===== src/rtl/spi_arb_pkg.sv =====
package spi_arb_pkg;
  typedef enum logic [2:0] {
    ARB_IDLE,
    ARB_GRANT_ACK,
    ARB_HOLD,
    ARB_REL_ACK,
    ARB_COOL
  } arb_state_e;

  localparam logic PIN_CS_IDLE   = 1'b1;
  localparam logic PIN_SCLK_IDLE = 1'b0;
  localparam logic PIN_MOSI_IDLE = 1'b1;
endpackage


===== src/rtl/spi_arb_prio.sv =====
module spi_arb_prio #(
  parameter int N  = 4,
  parameter int IW = 2
) (
  input  logic [N-1:0]  req_i,
  output logic          hit_o,
  output logic [IW-1:0] idx_o
);
  // Lowest index wins: scan downward so the last match is the smallest.
  always_comb begin
    hit_o = 1'b0;
    idx_o = '0;
    for (int i = N - 1; i >= 0; i--) begin
      if (req_i[i]) begin
        hit_o = 1'b1;
        idx_o = IW'(i);
      end
    end
  end
endmodule


===== src/rtl/spi_arb_ctrl.sv =====
module spi_arb_ctrl
  import spi_arb_pkg::*;
#(
  parameter int N  = 4,
  parameter int IW = 2
) (
  input  logic          clk,
  input  logic          rst,
  input  logic [N-1:0]  req_i,
  input  logic          hit_i,
  input  logic [IW-1:0] pick_i,
  output logic [IW-1:0] owner_o,
  output logic          route_o,
  output logic [N-1:0]  ack_o
);
  localparam logic [N-1:0] ONE = N'(1);

  arb_state_e    state_q;
  logic [IW-1:0] owner_q;
  logic [N-1:0]  ack_q;
  logic          route_q;

  always_ff @(posedge clk) begin
    if (rst) begin
      state_q <= ARB_IDLE;
      owner_q <= '0;
      ack_q   <= '0;
      route_q <= 1'b0;
    end else begin
      case (state_q)
        ARB_IDLE: begin
          ack_q <= '0;
          if (hit_i) begin
            owner_q <= pick_i;
            ack_q   <= ONE << pick_i;
            route_q <= 1'b1;
            state_q <= ARB_GRANT_ACK;
          end
        end
        ARB_GRANT_ACK: begin
          ack_q   <= '0;
          state_q <= ARB_HOLD;
        end
        ARB_HOLD: begin
          if (!req_i[owner_q]) begin
            ack_q   <= ONE << owner_q;
            route_q <= 1'b0;
            state_q <= ARB_REL_ACK;
          end
        end
        ARB_REL_ACK: begin
          ack_q   <= '0;
          state_q <= ARB_COOL;
        end
        ARB_COOL: begin
          state_q <= ARB_IDLE;
        end
        default: begin
          ack_q   <= '0;
          route_q <= 1'b0;
          state_q <= ARB_IDLE;
        end
      endcase
    end
  end

  assign owner_o = owner_q;
  assign route_o = route_q;
  assign ack_o   = ack_q;

  // an acknowledge never names two clients
  a_r3_onehot_ack: assert property (@(posedge clk) disable iff (rst)
    $onehot0(ack_q));

  // each pulse lasts a single cycle
  a_r3_single_pulse: assert property (@(posedge clk) disable iff (rst)
    (ack_q != '0) |=> (ack_q == '0));

  // the owner cannot change while the bus is routed
  a_r8_owner_stable: assert property (@(posedge clk) disable iff (rst)
    route_q |=> (!route_q || $stable(owner_q)));
endmodule


===== src/rtl/spi_arb_pinmux.sv =====
module spi_arb_pinmux
  import spi_arb_pkg::*;
#(
  parameter int N  = 4,
  parameter int IW = 2
) (
  input  logic          clk,
  input  logic          rst,
  input  logic          route_i,
  input  logic [IW-1:0] owner_i,
  input  logic [N-1:0]  cs_i,
  input  logic [N-1:0]  sclk_i,
  input  logic [N-1:0]  mosi_i,
  output logic          cs_o,
  output logic          sclk_o,
  output logic          mosi_o
);
  logic cs_sel, sclk_sel, mosi_sel;

  always_comb begin
    cs_sel   = PIN_CS_IDLE;
    sclk_sel = PIN_SCLK_IDLE;
    mosi_sel = PIN_MOSI_IDLE;
    if (route_i) begin
      cs_sel   = cs_i[owner_i];
      sclk_sel = sclk_i[owner_i];
      mosi_sel = mosi_i[owner_i];
    end
  end

  always_ff @(posedge clk) begin
    if (rst) begin
      cs_o   <= PIN_CS_IDLE;
      sclk_o <= PIN_SCLK_IDLE;
      mosi_o <= PIN_MOSI_IDLE;
    end else begin
      cs_o   <= cs_sel;
      sclk_o <= sclk_sel;
      mosi_o <= mosi_sel;
    end
  end
endmodule


===== src/rtl/spi_flash_arbiter.sv =====
module spi_flash_arbiter
  import spi_arb_pkg::*;
#(
  parameter int N_CLIENTS = 4
) (
  input  logic                 clk,
  input  logic                 rst,
  input  logic [N_CLIENTS-1:0] req_i,
  output logic [N_CLIENTS-1:0] ack_o,
  input  logic [N_CLIENTS-1:0] cli_cs_i,
  input  logic [N_CLIENTS-1:0] cli_sclk_i,
  input  logic [N_CLIENTS-1:0] cli_mosi_i,
  input  logic                 miso_i,
  output logic [N_CLIENTS-1:0] cli_miso_o,
  output logic                 flash_cs_o,
  output logic                 flash_sclk_o,
  output logic                 flash_mosi_o
);
  localparam int IW = (N_CLIENTS > 1) ? $clog2(N_CLIENTS) : 1;
  localparam logic [N_CLIENTS-1:0] ONE = N_CLIENTS'(1);

  logic          hit;
  logic [IW-1:0] pick;
  logic [IW-1:0] owner;
  logic          route;

  spi_arb_prio #(.N(N_CLIENTS), .IW(IW)) u_prio (
    .req_i (req_i),
    .hit_o (hit),
    .idx_o (pick)
  );

  spi_arb_ctrl #(.N(N_CLIENTS), .IW(IW)) u_ctrl (
    .clk     (clk),
    .rst     (rst),
    .req_i   (req_i),
    .hit_i   (hit),
    .pick_i  (pick),
    .owner_o (owner),
    .route_o (route),
    .ack_o   (ack_o)
  );

  spi_arb_pinmux #(.N(N_CLIENTS), .IW(IW)) u_pins (
    .clk     (clk),
    .rst     (rst),
    .route_i (route),
    .owner_i (owner),
    .cs_i    (cli_cs_i),
    .sclk_i  (cli_sclk_i),
    .mosi_i  (cli_mosi_i),
    .cs_o    (flash_cs_o),
    .sclk_o  (flash_sclk_o),
    .mosi_o  (flash_mosi_o)
  );

  // returned serial data goes to every client
  for (genvar g = 0; g < N_CLIENTS; g++) begin : g_miso_fan
    assign cli_miso_o[g] = miso_i;
  end

  // a held grant keeps every acknowledge quiet
  a_r4_no_preempt: assert property (@(posedge clk) disable iff (rst)
    (route && req_i[owner]) |=> (ack_o == '0));

  // a dropped request earns the owner its release pulse
  a_r5_release_ack: assert property (@(posedge clk) disable iff (rst)
    (route && !req_i[owner] && ack_o == '0) |=> (ack_o == (ONE << owner)));

  // two quiet cycles follow a release pulse
  a_r6_cool_down: assert property (@(posedge clk) disable iff (rst)
    (ack_o != '0 && !route) |=> (ack_o == '0) ##1 (ack_o == '0));

  // the pins fall to their inactive levels after a release
  a_r7_idle_pins: assert property (@(posedge clk) disable iff (rst)
    (ack_o != '0 && !route) |=> (flash_cs_o && !flash_sclk_o && flash_mosi_o));
endmodule


===== config.mk =====
export PLATFORM = sky130hd
export DESIGN_NAME = spi_flash_arbiter
export DESIGN_NICKNAME = d
export VERILOG_FILES = /design/src/rtl/spi_arb_pkg.sv /design/src/rtl/spi_arb_prio.sv /design/src/rtl/spi_arb_ctrl.sv /design/src/rtl/spi_arb_pinmux.sv /design/src/rtl/spi_flash_arbiter.sv
export SDC_FILE = /design/constraint.sdc
export NUM_CORES = 1
export LEC_CHECK = 0
export BUFFER_PORTS_ARGS = -buffer_cell sky130_fd_sc_hd__buf_2
export CORE_MARGIN = 3
export CORE_UTILIZATION = 41
export CTS_CLUSTER_DIAMETER = 200
export CTS_CLUSTER_SIZE = 16
export DETAILED_ROUTE_END_ITERATION = 6
export PLACE_DENSITY_LB_ADDON = 0.2
export SKIP_LAST_GASP = 1
export SLEW_MARGIN = 20
export SYNTH_ARGS = -nofsm -noshare
export SYNTH_HDL_FRONTEND = slang
export SYNTH_SLANG_ARGS = --single-unit

===== constraint.sdc =====
create_clock -name clk -period 1.4 [get_ports clk]
set_input_delay 0.28 -clock clk [delete_from_list [all_inputs] [get_ports clk]]
set_output_delay 0.28 -clock clk [all_outputs]
set_load 0.02 [all_outputs]

==> results.ini <==
[timing]
min_period_over_period_pct=97.9
timing.slew.headroom_pct=60.3
min_period_ps=1370
drv_slew=0
clock.fmax_ghz=0.729
finalHoldWorstSlack_ps=285
skew_ps=15.3
finalHoldViolations=0
finalSetupViolCount=0
tightestPinTransition_ps=587
rsz0062_at_grt=true

[clock_network]
cts_tree=done
clk_latency_ps=280
clockBufferDepth=2
ctsHoldBuffers=0
numCtsBuffers=3
clock_sinks=13
clockRootBuffer=clkbuf_4
cts_setup_buffers=0
clkTransAtPathRegs_ps=90
htreeDepth=1

[synth]
syn_nets=93
synth_warnings=0
ys_ff_latch=13
syn_area_um2=726
synth_cell_types=29
synth.yosys.seq_area_share_pct=35.9
netlist_instances=74
syn_area_per_cell_um2=9.81

[run_status]
status=completed

[global_routing]
grt_overflow=0
track_usage_pct=15.4
grt_pass1_vias=583
grt_max_degree=12
grt_pass1_wl_um=2460
antenna_found_initial=0

[routing]
wl_per_cell_um=13.9
vias=649
first_pass_iters=4
drc_errors=0
via_per_inst=5.59
postRouteAntennaNets=0
drt-initial-drc-count=6
routed_wirelength_um=1610

[worst_setup_path]
start_kind=flip-flop
reg2reg_depth=2
cp-end-kind=flip-flop
timing.rr.end=u_pins.mosi_o$_SDFF_PP1_
cp-endpoint=u_pins.mosi_o$_SDFF_PP1_
path_class=flip-flop to flip-flop
rrSetupSlack_ps=30
cp_max_fo=3
r2r-start=u_ctrl.owner_o[0]$_SDFFE_PP0P_
startpoint=u_ctrl.owner_o[0]$_SDFFE_PP0P_
required_ps=1550
cp.arrival_ps=1520

[power_and_ir_drop]
p_leak_nw=0.385
peakVddDrop_mv=0.947
power_density_mw_per_mm2=1190

[final_layout]
post-route-util_pct=57.5
fillCellCount=154
fin_area_um2=906
syn_to_final_growth_pct=24.8
final_cells=116
drive_above_1_share_pct=45.0
finish.net_count=120
antennaDiodeCount=0

[place]
placedCellCount=112
hpwl_um=1190
place_area_um2=855
routabilityCongestion=0.754
portBuffers=24

[die]
dieArea_mm2=0.00231
placementRows=14
core_mm2=0.00158
start_util_pct=46.0
die_w_um=48.1
io_pins=30
die_h_um=48.1

[job]
cap_violations=0

[worst_hold_path]
hp-class=input pin to flip-flop

## cell families after synthesis
logic type / Yosys count / synth area share (%)
buffers and inverters: 17 / 12.9
DFF: 13 / 35.9
AOI/OAI and AO/OA: 17 / 16.6
muxes: 4 / 14.0
xor gates and xnor gates: 1 / 1.21
and+or+nand+nor: 22 / 19.5
## cell usage after synthesis
cell type	count	area, um2
inv_1	8	30.0
and3_1	1	6.26
a22oi_1	1	7.51
o22ai_1	4	25.0
a21o_1	1	7.51
buf_4	4	30.0
or4_1	1	7.51
or3_1	1	6.26
nor3b_1	2	15.0
a21o_2	1	8.76
nor2_1	4	15.0
and4b_2	1	11.3
or3b_1	2	17.5
mux4_1	3	78.8
o21ai_0	2	10.0
mux4_2	1	22.5
a21oi_1	2	10.0
xnor2_1	1	8.76
a221oi_1	1	8.76
a31oi_1	3	18.8
clkbuf_1	3	11.3
o21a_1	1	7.51
or2_2	1	6.26
and3b_1	1	8.76
a41oi_2	1	16.3
nor3_1	6	30.0
buf_6	2	22.5
dfxtp_1	13	260
nor4b_1	2	17.5
## flip-flops by register name, summed over array words and instances, names as in the netlist
| signal | count |
|---|---|
| u_ctrl.ack_o | 4 |
| u_ctrl.owner_o | 2 |
| u_pins.sclk_o | 1 |
| u_ctrl.route_o | 1 |
| u_ctrl.state_q | 3 |
| u_pins.mosi_o | 1 |
| u_pins.cs_o | 1 |
## layout by cell type (no fill, tap or decap), drive strengths merged, types with 3 or more instances in the layout
cell    count
nor3        6
mux4        4
o22ai       4
a31oi       3
nor2        4
buf        31
inv         8
dfxtp      13
clkbuf      4
## worst max-delay path: stages, from the launching register on
cell and delay, ps:
dfxtp_2 360, mux4_1 530, or3b_1 350
## stage by stage
stage	setup slack [ps]	total power [W]	TNS (ps)
after global routing	-17.2	0.00115	-31.2
after CTS	27.5	0.00106	0
after floorplan	-4.37	0.000735	-8.75
after detailed placement	18.8	0.000827	0
after global placement	25.9	0.000823	0
final	29.0	0.00108	0
## how the worst min path moves through the flow
stage                                 start                             end  slack [ps]  depth (start not counted)
2_1_floorplan                      req_i[1]  u_ctrl.owner_o[1]$_SDFFE_PP0P_         450                          2
3_3_place_gp   u_ctrl.ack_o[1]$_SDFFE_PP0P_    u_ctrl.ack_o[1]$_SDFFE_PP0P_         440                          2
3_5_place_dp   u_ctrl.ack_o[1]$_SDFFE_PP0P_    u_ctrl.ack_o[1]$_SDFFE_PP0P_         450                          2
4_1_cts                                 rst  u_ctrl.owner_o[0]$_SDFFE_PP0P_         290                          2
5_1_grt                                 rst  u_ctrl.owner_o[0]$_SDFFE_PP0P_         310                          2
6_report                                rst  u_ctrl.owner_o[1]$_SDFFE_PP0P_         290                          2
## routing by layer
layer / global-route usage (%) / up-vias / share of wire, %
met4: 2.15 / 0 / 0
met3: 5.64 / 0 / 4.6
met5: 0 / - / 0
met1: 20.2 / 311 / 48
met2: 24.8 / 13 / 48
li1: - / 325 / -
## area by class of cell
| class | count | area [um2] | area share, % |
|---|---|---|---|
| clock buffer | 4 | 26.3 | 2.90 |
| inverter | 8 | 30.0 | 3.31 |
| multi-input combinational | 44 | 394 | 43.5 |
| sequential | 13 | 263 | 29.0 |
| tap | 16 | 20.0 | 2.21 |
| timing repair buffer | 31 | 173 | 19.1 |
## where the power goes
| group | switching (W) | internal, W | leakage, nW |
|---|---|---|---|
| Clock | 0.000122 | 0.000110 | 0.0150 |
| Combinational | 0.000191 | 0.000190 | 0.262 |
| Sequential | 0.0000447 | 0.000423 | 0.107 |
| Total | 0.000358 | 0.000724 | 0.385 |
## timing repair
action | in CTS | in global routing
gates resized for setup | 1 | 6
endpoints found under the setup margin | 2 | 6
cloned | 0 | 0
Note: power is estimated with default switching activity, not from simulation.
